===== config.mk =====
export PLATFORM = sky130hd
export DESIGN_NAME = baud_tick_gen
export DESIGN_NICKNAME = d
export VERILOG_FILES = /design/src/rtl/baud_pkg.sv /design/src/rtl/baud_presc.sv /design/src/rtl/baud_cnt.sv /design/src/rtl/baud_tick_gen.sv
export SDC_FILE = /design/constraint.sdc
export NUM_CORES = 1
export LEC_CHECK = 0
export ABC_AREA = 1
export BUFFER_PORTS_ARGS = -buffer_cell sky130_fd_sc_hd__buf_2
export CORE_MARGIN = 2
export CORE_UTILIZATION = 45
export CTS_CLUSTER_SIZE = 20
export DETAILED_ROUTE_END_ITERATION = 10
export PLACE_DENSITY_LB_ADDON = 0.12
export SYNTH_ARGS = -nofsm -noshare
export SYNTH_HDL_FRONTEND = slang
export SYNTH_HIERARCHICAL = 1
export SYNTH_SLANG_ARGS = --single-unit

===== constraint.sdc =====
create_clock -name clk -period 2.8 [get_ports clk]
set_clock_uncertainty 0.05 [all_clocks]
set_input_delay 0.42 -clock clk [delete_from_list [all_inputs] [get_ports clk]]
set_output_delay 0.42 -clock clk [all_outputs]
set_load 0.02 [all_outputs]

===== src/rtl/baud_pkg.sv =====
package baud_pkg;
  localparam int unsigned PRESC_RATIO = 8;
  typedef enum logic {
    CLK_DIRECT = 1'b0,
    CLK_SLOWED = 1'b1
  } clk_sel_e;
endpackage


===== src/rtl/baud_presc.sv =====
module baud_presc
  import baud_pkg::*;
#(
  parameter int unsigned RATIO = PRESC_RATIO
) (
  input  logic     clk,
  input  logic     rst_n,
  input  logic     clr,
  input  clk_sel_e sel,
  output logic     sel_en
);
  localparam int unsigned PW = (RATIO > 1) ? $clog2(RATIO) : 1;
  localparam logic [PW-1:0] LAST = PW'(RATIO - 1);

  logic [PW-1:0] cnt_q, cnt_d;

  always_comb begin
    if (clr || cnt_q == LAST) cnt_d = '0;
    else                      cnt_d = cnt_q + 1'b1;
  end

  always_ff @(posedge clk or negedge rst_n) begin
    if (!rst_n) cnt_q <= '0;
    else        cnt_q <= cnt_d;
  end

  assign sel_en = (sel == CLK_DIRECT) ? 1'b1 : (cnt_q == LAST);
endmodule


===== src/rtl/baud_cnt.sv =====
module baud_cnt #(
  parameter int unsigned W = 16
) (
  input  logic         clk,
  input  logic         rst_n,
  input  logic         clr,
  input  logic         step,
  input  logic [W-1:0] limit,
  output logic         wrap
);
  logic [W-1:0] cnt_q, cnt_d;
  logic         at_end;

  assign at_end = (cnt_q == limit);
  assign wrap   = step && at_end && !clr;

  always_comb begin
    cnt_d = cnt_q;
    if (clr)           cnt_d = '0;
    else if (step) begin
      if (at_end)      cnt_d = '0;
      else             cnt_d = cnt_q + 1'b1;
    end
  end

  always_ff @(posedge clk or negedge rst_n) begin
    if (!rst_n) cnt_q <= '0;
    else        cnt_q <= cnt_d;
  end
endmodule


===== src/rtl/baud_tick_gen.sv =====
module baud_tick_gen
  import baud_pkg::*;
#(
  parameter int unsigned CD_W   = 16,
  parameter int unsigned BDIV_W = 8
) (
  input  logic              clk,
  input  logic              rst_n,
  input  logic              enable,
  input  logic              cfg_wr,
  input  logic              cfg_presc,
  input  logic [CD_W-1:0]   cfg_cd,
  input  logic [BDIV_W-1:0] cfg_bdiv,
  output logic              sample_tick,
  output logic              bit_tick
);
  localparam logic [CD_W-1:0] CD_MIN = CD_W'(2);

  logic [1:0]        rst_sync_q;
  logic              rst_int_n;
  clk_sel_e          presc_q;
  logic [CD_W-1:0]   cd_q;
  logic [BDIV_W-1:0] bdiv_q;
  logic              cd_ok, restart, run;
  logic              sel_en, samp_wrap, bit_wrap;
  logic [CD_W-1:0]   cd_last;

  // reset: asserted at once, released two edges later
  always_ff @(posedge clk or negedge rst_n) begin
    if (!rst_n) rst_sync_q <= 2'b00;
    else        rst_sync_q <= {rst_sync_q[0], 1'b1};
  end
  assign rst_int_n = rst_sync_q[1];

  // configuration registers, loaded by the write strobe
  always_ff @(posedge clk or negedge rst_int_n) begin
    if (!rst_int_n) begin
      presc_q <= CLK_DIRECT;
      cd_q    <= '0;
      bdiv_q  <= '0;
    end else if (cfg_wr) begin
      presc_q <= clk_sel_e'(cfg_presc);
      cd_q    <= cfg_cd;
      bdiv_q  <= cfg_bdiv;
    end
  end

  assign cd_ok   = (cd_q >= CD_MIN);
  assign restart = cfg_wr || !enable;
  assign run     = enable && !cfg_wr && cd_ok;
  assign cd_last = cd_q - 1'b1;

  baud_presc u_presc (
    .clk    (clk),
    .rst_n  (rst_int_n),
    .clr    (restart),
    .sel    (presc_q),
    .sel_en (sel_en)
  );

  baud_cnt #(.W(CD_W)) u_samp (
    .clk   (clk),
    .rst_n (rst_int_n),
    .clr   (restart || !cd_ok),
    .step  (sel_en),
    .limit (cd_last),
    .wrap  (samp_wrap)
  );

  assign sample_tick = run && samp_wrap;

  baud_cnt #(.W(BDIV_W)) u_bit (
    .clk   (clk),
    .rst_n (rst_int_n),
    .clr   (restart || !cd_ok),
    .step  (sample_tick),
    .limit (bdiv_q),
    .wrap  (bit_wrap)
  );

  assign bit_tick = sample_tick && bit_wrap;
endmodule


==> impl_metrics.csv, run 1 <==
group,metric,value,unit
floorplan,dieWidth,92.3,µm
synthesis,synth_cell_types,27,
floorplan,dieHeight,92.3,µm
routing,viasPerCell,4.65,
sta,rsz0062_at_grt,"true",
clocking,clockRootBuffer,"clkbuf_8",
floorplan,die_area,0.00852,mm²
sta,timing.setup.tns,-0.608,ns
synthesis,yosysTopAreaCell,"dfrtp_1",
routing,routed_wl,7950,µm
floorplan,initial_utilization,45.9,%
clocking,worstSkewPairLatency,0.32,ns
sta,post-route-period-util,113,%
flow_run,maxCapViolations,0,
finish,layout-drive-gt1-share,25.8,%
sta,fin_crit,3.17,ns
routing,drt_iter0_drc,101,
synthesis,synth_nets,535,
placed_design,place.detailed.hpwl,5990,µm
sta,setup_viol,4,
synthesis,synthDominantCellAreaShare,38.5,%
synthesis,avgSynthCellArea,7.01,µm²
placed_design,port_buffers,30,
setup_path,worstPathArrival,2.70,ns
setup_path,cpPeakStageDelay,0.41,ns
power_and_ir_drop,ir_worst_vdd,0.000254,V
synthesis,ys_ff_latch,54,
sta,worstMarginPinSlew,0.524,ns
power_and_ir_drop,power.total,1.73,mW
clocking,cts_max_level,2,
clocking,numCtsBuffers,5,
sta,setup_ws,-0.374,ns
synthesis,synth-simple-area-share,38.4,%
synthesis,synth-compound-area-share,5.17,%
synthesis,postSynthCellCount,500,
setup_path,timing.critical_path.cells,"buf_6 > nor2_4 > nand2_1 > nor2_2 > nand2_1 > xor2_1 > nand2_1 > inv_1 > nor2_1 > nor2_1 > nand2_1 > nor2_4 > nand2_4 > nor2_4 > nand3_4 > inv_4 > nand3_2 > nor2_1 > inv_1 > nor2_4 > buf_6",
setup_path,worst_ep_required_time,2.33,ns
finish,n_antenna_cell,0,
sta,max_freq,315,MHz
grt,gr-total-overflow,0,
routing,drc_errors,0,
clocking,clock-sinks,54,
placed_design,gp_congestion,0.923,
grt,grt_start_max_net_pins,38,
synthesis,ys.warnings.count,6,
setup_path,cp_slowest_cell,"dfrtp_1",
setup_path,critPathMaxFanout,3,
worst_hold_path,hp-class,"reg2async",
synthesis,synth-xor-area-share,6.99,%
floorplan,ios,31,
setup_path,critical_path_class,"reg2out",
finish,nets,600,
sta,slew_headroom,65.1,%
setup_path,endpoint_kind,"output port",
sta,hold_viol_final,0,
setup_path,start_kind,"flip-flop",
power_and_ir_drop,p_leak,2.13,nW
clocking,max-clock-path-buffers,2,
routing,vias,3104,
grt,antenna_found_initial,0,
outcome,failed_checks,"setup timing",
finish,area_growth,22.5,%
synthesis,synthAdderAreaFrac,2.14,%
floorplan,core-area,0.00765,mm²
outcome,outcome,"finished, violations left",
synthesis,synth_area,0.00351,mm²
grt,grt_pass1_vias,3142,
synthesis,synthTopCellsByArea,"dfrtp_1 (39%), nand2_1 (19%), inv_1 (7.2%), nor2_1 (6.5%), xor2_1 (6.2%)",
sta,maxSlewViolCount,0,
routing,ant_nets,0,
routing,wl_per_cell,11.9,µm
synthesis,synthMuxAreaShare,0,%
routing,first_pass_iters,4,
synthesis,synth_top_family_by_area,"simple AND/OR/NAND/NOR gates",
grt,track_usage,20.4,%
clocking,cts_tree,"built",
synthesis,seq_area_frac_synth,38.5,%
clocking,path_clk_slew,0.10,ns
floorplan,placementRows,32,
power_and_ir_drop,power_density,403,mW/mm²
grt,grt_pass1_wl,13800,µm
[state kept, by name (all words and copies together) (netlist names)]
signal,flops
rst_sync_q,2
u_presc/cnt_q,3
u_bit/cnt_q,8
presc_q,1
u_samp/cnt_q,16
bdiv_q,8
cd_q,16
[worst max-delay path: cells and delay by family (launching register included)]
family | cells | cell delay (ns)
buffers and inverters | 5 | 0.43
flip-flops | 1 | 0.41
XOR/XNOR | 1 | 0.17
AND/OR/NAND/NOR | 15 | 1.38
[Yosys cell counts (all sizes together)]
cell	count
nor2	77
nand2	198
nor3	5
xor2	25
dfrtp	54
xnor2	3
nand3	20
a21oi	10
conb	1
clkbuf	1
o21ai	21
nand4	2
buf	6
inv	71
ha	6
[through the flow]
step / setup WS [ns] / hold WS [ns] / cells / util [%] / area (µm²)
after CTS: -0.388 / 0.224 / 662 / 54.5 / 4170
after detailed placement: -0.186 / 0.158 / 650 / 52.0 / 3980
after global routing: -0.626 / 0.236 / 668 / 56.2 / 4300
final: -0.374 / 0.200 / 668 / 56.2 / 4300
after floorplan: 0.00171 / 0.0744 / 500 / - / 3540
after global placement: -0.136 / 0.157 / 650 / 52.0 / 3980
[per-layer routing]
layer	wire length (µm)	share of wire (%)	vias to the layer above	GRT usage, %
met5	0	0	-	0
met4	128	1.6	0	6.84
met3	243	3.1	14	3.20
met2	4050	51	46	36.5
met1	3530	44	1426	24.9
li1	-	-	1618	-
[placed cells by master, fill, tap and decap left out, types with 4 or more instances in the layout]
| cell | instances |
|---|---|
| a21oi_2 | 7 |
| buf_2 | 28 |
| buf_4 | 31 |
| buf_6 | 5 |
| clkbuf_8 | 6 |
| dfrtp_1 | 53 |
| ha_1 | 5 |
| inv_1 | 62 |
| inv_2 | 6 |
| nand2_1 | 179 |
| nand2_2 | 14 |
| nand2_4 | 4 |
| nand3_1 | 14 |
| nand3_2 | 5 |
| nor2_1 | 56 |
| nor2_2 | 8 |
| nor2_4 | 12 |
| o21ai_0 | 14 |
| o21ai_1 | 7 |
| xor2_1 | 18 |
| xor2_2 | 7 |
[worst paths after layout]
kind                                    start  cells after the start  slack [ns]               end
worst min-delay path            rst_sync_q[1]                      0        0.20  u_presc/cnt_q[1]
worst min register to register  rst_sync_q[1]                      0        0.20  u_presc/cnt_q[1]
worst max register to register        cd_q[1]                     23       -0.01    u_bit/cnt_q[5]
max in group asynchronous       rst_sync_q[1]                      1        1.68           cd_q[9]
worst max-delay path                  cd_q[1]                     21       -0.37          bit_tick
min in group clk                  cfg_bdiv[4]                      3        0.24         bdiv_q[4]
[repair_timing]
action                     CTS  global route
buffers inserted             3             6
gates resized for setup     15            18
hold buffers                 1             0
setup endpoints to repair    4            13
hold endpoints to repair     2             0
pin swaps                    4            22
gates cloned                 0             0
[power breakdown]
group	switching (mW)	total (mW)	leakage [nW]	internal (mW)
combinational	0.213	0.369	1.38	0.156
sequential	0.0527	0.879	0.700	0.826
clock	0.277	0.482	0.0514	0.204
[area by class of cell]
type / count / area, µm²
repair buffers: 65 / 439
clock buffers: 6 / 82.6
fillers: 754 / 3350
inverters: 71 / 275
clock inverters: 2 / 17.5
well taps: 102 / 128
multi-input cells: 368 / 2000
flip-flops and latches: 54 / 1350
[kinds of logic (layout without fill, tap and decap cells)]
| kind of cell | count (synthesis) | in the layout |
|---|---|---|
| fa+ha+maj | 6 | 6 |
| simple gates | 302 | 302 |
| compound gates | 31 | 31 |
| buf+inv | 78 | 144 |
| xor+xnor | 28 | 28 |
| other cells | 1 | 1 |
| flops | 54 | 54 |
No activity file was read; power rests on OpenSTA's default activity.
==> run 2: changes to the inputs <==
--- a/config.mk
+++ b/config.mk
@@ -7,11 +7,13 @@
 export LEC_CHECK = 0
 export ABC_AREA = 1
 export BUFFER_PORTS_ARGS = -buffer_cell sky130_fd_sc_hd__buf_2
+export CORE_ASPECT_RATIO = 0.6
 export CORE_MARGIN = 2
 export CORE_UTILIZATION = 45
 export CTS_CLUSTER_SIZE = 20
 export DETAILED_ROUTE_END_ITERATION = 10
 export PLACE_DENSITY_LB_ADDON = 0.12
+export SETUP_SLACK_MARGIN = 0.4
 export SYNTH_ARGS = -nofsm -noshare
 export SYNTH_HDL_FRONTEND = slang
 export SYNTH_HIERARCHICAL = 1
==> run 2 against run 1 <==
Effect of this change: the flow still finishes with violations (setup timing); via count is 3.2% higher; non-clock buffer count is 6 higher; combinational power is 3% higher; cell area is 3.9% higher; clock-buffer cell count stayed put; critical path depth is 3 lower; sequential power is 1% higher; clock power is 50% higher; first-iteration DRC count is 61% higher.
==> impl_metrics.csv, run 2 (same netlist as run 1, synthesis figures left out) <==
group,metric,value,unit
routing,vias,3202,
sta,timing.setup.tns,-1.59,ns
sta,hold_viol_final,0,
clocking,path_clk_slew,0.07,ns
setup_path,endpoint_kind,"output port",
placed_design,place_ws,-0.135,ns
floorplan,core-area,0.00742,mm²
finish,nets,606,
sta,post-route-period-util,110,%
setup_path,cpPeakStageDelay,0.39,ns
grt,grt_pass1_wl,14500,µm
routing,first_pass_iters,4,
placed_design,placedCellCount,648,
finish,fin_util,60.2,%
setup_path,rr_worst_depth,23,
setup_path,worst_ep_required_time,2.33,ns
routing,ant_nets,0,
placed_design,port_buffers,30,
finish,n_antenna_cell,0,
power_and_ir_drop,ir_worst_vdd,0.000277,V
grt,gr-total-overflow,0,
finish,area_growth,27.3,%
setup_path,r2r_slack,-0.20,ns
placed_design,place.detailed.hpwl,6470,µm
setup_path,timing.rr.end,"u_bit/cnt_q[7]",
grt,antenna_found_initial,0,
routing,viasPerCell,4.74,
routing,drc_errors,0,
sta,worstMarginPinSlew,0.576,ns
worst_hold_path,hp-class,"reg2async",
finish,final_cell_mix,"nand2_1 (177), inv_1 (61), dfrtp_1 (48), nor2_1 (47), buf_4 (35)",
clocking,worstSkewPairLatency,0.30,ns
finish,layout_commonest_cell,"nand2_1",
grt,track_usage,21.8,%
finish,reg_top3,"cd_q x16, u_samp/cnt_q x16",
floorplan,dieHeight,72.4,µm
setup_path,worstPathArrival,2.61,ns
sta,max_freq,324,MHz
placed_design,post_dp_cell_area,0.00395,mm²
sta,whs,0.219,ns
setup_path,cp.buffers_inverters,6,
floorplan,ios,31,
setup_path,critPathMaxFanout,4,
sta,slew_headroom,61.6,%
clocking,cts_max_level,2,
setup_path,critical_path_class,"reg2out",
outcome,outcome,"finished, violations left",
sta,maxSlewViolCount,0,
routing,routed_wl,8870,µm
floorplan,dieWidth,118,µm
floorplan,die_area,0.00854,mm²
power_and_ir_drop,power_density,447,mW/mm²
setup_path,r2r_start,"cd_q[1]",
clocking,clock-sinks,54,
power_and_ir_drop,power.total,1.99,mW
flow_run,maxCapViolations,0,
setup_path,cp_slowest_cell,"dfrtp_1",
grt,grt_pass1_vias,2900,
setup_path,crit_family,"simple AND/OR/NAND/NOR gates",
floorplan,placementRows,24,
routing,drt_iter0_drc,163,
placed_design,gp_congestion,0.878,
clocking,clockRootBuffer,"clkbuf_16",
finish,layout-drive-gt1-share,29.0,%
power_and_ir_drop,p_leak,2.20,nW
finish,fin_area,0.00446,mm²
sta,setup_viol,9,
floorplan,initial_utilization,47.3,%
outcome,failed_checks,"setup timing",
clocking,cts_tree,"built",
sta,rsz0062_at_grt,"true",
routing,wl_per_cell,13.1,µm
clocking,max-clock-path-buffers,2,
finish,final_cells,676,
grt,grt_start_max_net_pins,38,
setup_path,start_kind,"flip-flop",
sta,fin_crit,3.08,ns
sta,setup_ws,-0.282,ns
setup_path,timing.critical_path.cells,"inv_2 > ha_4 > nand2_4 > buf_4 > xor2_1 > inv_1 > nand2_1 > nand2_1 > nor2_1 > nand2_1 > nor2_2 > nand2_4 > nor2_4 > nand3_2 > buf_4 > buf_4 > nor2_4 > buf_6",
clocking,numCtsBuffers,5,
-- run 2: worst max-delay path by stage --
stage	from	to	slack, ns	cells after the start
CTS	cd_q[3]	bit_tick	-0.28	20
detailed placement	cd_q[5]	bit_tick	-0.13	20
global placement	cd_q[5]	bit_tick	-0.12	20
global route	cd_q[0]	bit_tick	-0.48	21
finish	cd_q[0]	bit_tick	-0.28	18
floorplan	cd_q[0]	bit_tick	0.02	20
-- run 2: what timing repair did --
| action | in CTS | in global routing |
|---|---|---|
| setup buffers | 6 | 13 |
| pin swaps | 10 | 15 |
| gates resized for setup | 17 | 36 |
| endpoints found under the setup margin | 11 | 19 |
| hold buffers | 1 | 0 |
| endpoints found under the hold margin | 2 | 0 |
-- run 2: layout make-up --
| type | instances | area [µm²] |
|---|---|---|
| clock buffers | 6 | 129 |
| clock inverters | 2 | 37.5 |
| fillers | 703 | 2950 |
| inverters | 71 | 275 |
| multi-input cells | 368 | 2040 |
| flip-flops and latches | 54 | 1360 |
| well taps | 104 | 130 |
| repair buffers | 71 | 495 |
-- run 2: power by group --
| part | total, mW | switching [mW] | leakage [nW] | internal, mW |
|---|---|---|---|---|
| Clock | 0.724 | 0.301 | 0.0771 | 0.423 |
| Sequential | 0.890 | 0.0623 | 0.694 | 0.828 |
| Combinational | 0.381 | 0.221 | 1.42 | 0.160 |
-- run 2: worst register-to-register path: cells and delay by family (launching register included) --
family / cells / cell delay, ns
adder cells (fa/ha/maj): 1 / 0.18
buffers and inverters: 10 / 1.06
flip-flops: 1 / 0.44
AND/OR/NAND/NOR: 12 / 1.14
-- run 2: layer usage --
layer	global-route usage [%]	share of wire, %
met5	0	0
met3	4.25	4.6
met2	29.7	39
met4	5.76	1.7
met1	34.7	54
==> run 3: changes to the inputs <==
--- a/config.mk
+++ b/config.mk
@@ -7,6 +7,7 @@
 export LEC_CHECK = 0
 export ABC_AREA = 1
 export BUFFER_PORTS_ARGS = -buffer_cell sky130_fd_sc_hd__buf_2
+export CAP_MARGIN = 20
 export CORE_ASPECT_RATIO = 0.6
 export CORE_MARGIN = 2
 export CORE_UTILIZATION = 45
==> constraint.sdc (replaced) <==
create_clock -name clk -period 3.1 [get_ports clk]
set_clock_uncertainty 0.05 [all_clocks]
set_input_delay 0.465 -clock clk [delete_from_list [all_inputs] [get_ports clk]]
set_output_delay 0.465 -clock clk [all_outputs]
set_load 0.02 [all_outputs]
==> run 3 against run 2 <==
Effect of this change: the run still ends with setup timing left; setup slack improved by 0.21 ns; critical path depth increased by 2; combinational power decreased by 12%; sequential power decreased by 10%; largest cell class unchanged; largest power group unchanged.
==> impl_metrics.csv, run 3 (same netlist as run 1, synthesis figures left out) <==
group,metric,value,unit
routing,routed_wl,8860,µm
sta,fin_crit,3.18,ns
sta,whs,0.255,ns
setup_path,endpoint_kind,"output port",
outcome,failed_checks,"setup timing",
clocking,max-clock-path-buffers,2,
setup_path,critical_path_class,"reg2out",
finish,final_cell_mix,"nand2_1 (177), inv_1 (62), nor2_1 (52), dfrtp_1 (51), buf_2 (28)",
floorplan,initial_utilization,47.3,%
grt,grt_busiest_layer,"met1",
grt,use_met3,4.40,%
sta,hold_viol_final,0,
routing,viasPerCell,4.73,
power_and_ir_drop,power_density,410,mW/mm²
finish,num-fill-cells,726,
routing,vias,3163,
sta,slew_headroom,54.7,%
routing,ant_nets,0,
finish,fin_area,0.00439,mm²
clocking,numCtsBuffers,5,
routing,wl_per_cell,13.2,µm
finish,reg_top3,"cd_q x16, u_samp/cnt_q x16",
sta,setup_ws,-0.0764,ns
sta,maxSlewViolCount,0,
setup_path,timing.critical_path.cells,"nor2_4 > nand2_4 > nor2_8 > nand3_1 > nand2_1 > inv_1 > nand2_1 > nand2_1 > nor2_2 > nand2_1 > nor2_2 > nand2_4 > nor2_4 > nand3_4 > inv_4 > nand3_2 > nor2_1 > inv_1 > nor2_4 > buf_6",
sta,worstMarginPinSlew,0.679,ns
setup_path,crit_path_frequent_cell,"nand2_1",
grt,grtUsageMet2,31.3,%
setup_path,cpPeakStageDelay,0.46,ns
flow_run,maxCapViolations,0,
placed_design,place.detailed.hpwl,6550,µm
finish,fin_util,59.2,%
setup_path,start_kind,"flip-flop",
floorplan,placementRows,24,
finish,seq_area,0.00136,mm²
power_and_ir_drop,ir_worst_vdd,0.000236,V
clocking,clockRootBuffer,"clkbuf_16",
setup_path,critPathMaxFanout,5,
sta,max_freq,315,MHz
finish,nets,599,
setup_path,cp_slowest_cell,"dfrtp_2",
grt,gr-total-overflow,0,
floorplan,die_area,0.00854,mm²
floorplan,core-area,0.00742,mm²
clocking,path_clk_slew,0.08,ns
outcome,outcome,"finished, violations left",
grt,track_usage,22.4,%
floorplan,ios,31,
finish,area_growth,25.3,%
sta,rsz0062_at_grt,"true",
finish,multi_input_area,0.00201,mm²
grt,grtUsageMet1,35.0,%
finish,n_antenna_cell,0,
sta,post-route-period-util,102,%
setup_path,worstPathArrival,2.66,ns
grt,antenna_found_initial,0,
setup_path,worst_ep_required_time,2.58,ns
clocking,worstSkewPairLatency,0.30,ns
finish,layout_commonest_cell,"nand2_1",
finish,layout-drive-gt1-share,26.5,%
sta,timing.setup.tns,-0.0764,ns
grt,grt_start_max_net_pins,38,
clocking,cts_tree,"built",
floorplan,dieWidth,118,µm
routing,first_pass_iters,4,
routing,drt_iter0_drc,189,
clocking,cts_max_level,2,
placed_design,post_dp_cell_area,0.00385,mm²
worst_hold_path,hp-class,"reg2async",
power_and_ir_drop,p_leak,2.17,nW
power_and_ir_drop,power.total,1.80,mW
sta,setup_viol,1,
clocking,clock-sinks,54,
placed_design,port_buffers,30,
placed_design,gp_congestion,0.873,
grt,grt_pass1_wl,14900,µm
routing,drc_errors,0,
floorplan,dieHeight,72.4,µm
grt,grt_pass1_vias,2977,
## run 3: cell types whose count changed in the layout (fill, tap and decap cells not counted), sizes merged
cell | before | now
clkinv | 0 | 1
clkinvlp | 2 | 1
inv | 70 | 71
buf | 70 | 63
clkbuf | 6 | 5
## run 3: layout make-up
type	count	share of cell area [%]
Tap cell	104	2.96
Sequential cell	54	30.8
Clock inverter	3	1.08
Clock buffer	5	2.85
Timing Repair Buffer	64	10.3
Multi-Input combinational cell	368	45.8
Inverter	71	6.26
## run 3: worst max-delay path, delay by kind of cell (launching register included)
kind / cells / cell delay [ns]
buffers and inverters: 4 / 0.31
flip-flops: 1 / 0.46
AND/OR/NAND/NOR: 16 / 1.58
## run 3: where the power goes
part           internal (mW)  leakage [nW]  switching, mW
Combinational          0.137          1.39          0.200
Sequential             0.747         0.697         0.0538
Clock                  0.386        0.0844          0.277
Total                   1.27          2.17          0.531
## run 3: repair_timing
item / 4_1_cts / 5_1_grt
gates cloned: 0 / 0
pin swaps: 22 / 19
gates resized for setup: 28 / 14
hold buffers: 1 / 0
setup buffers: 19 / 6
endpoints found under the hold margin: 2 / 0
setup endpoints to repair: 5 / 13
## run 3: worst paths after layout
| kind | startpoint | end | slack (ns) | cells past startpoint |
|---|---|---|---|---|
| worst max-delay path | cd_q[2] | bit_tick | -0.08 | 20 |
| worst min-delay path | rst_sync_q[1] | bdiv_q[7] | 0.26 | 0 |
| worst max register to register | cd_q[5] | u_bit/cnt_q[6] | 0.16 | 25 |
| worst min register to register | rst_sync_q[1] | bdiv_q[7] | 0.26 | 0 |
| max in group asynchronous | rst_sync_q[1] | u_samp/cnt_q[6] | 1.99 | 1 |
| min in group clk | cfg_bdiv[6] | bdiv_q[6] | 0.31 | 3 |
## run 3: per-stage QoR
step                      std cells  worst slack [ns]
after global routing            669            -0.290
after global placement          635            0.0754
final                           669           -0.0764
after floorplan                 500             0.270
after CTS                       663           -0.0296
after detailed placement        635            0.0514
## run 3: layer usage
metal | up-vias | wire (µm)
li1 | 1621 | -
met1 | 1444 | 4620
met2 | 88 | 3400
met3 | 10 | 742
met4 | 0 | 90
met5 | - | 0
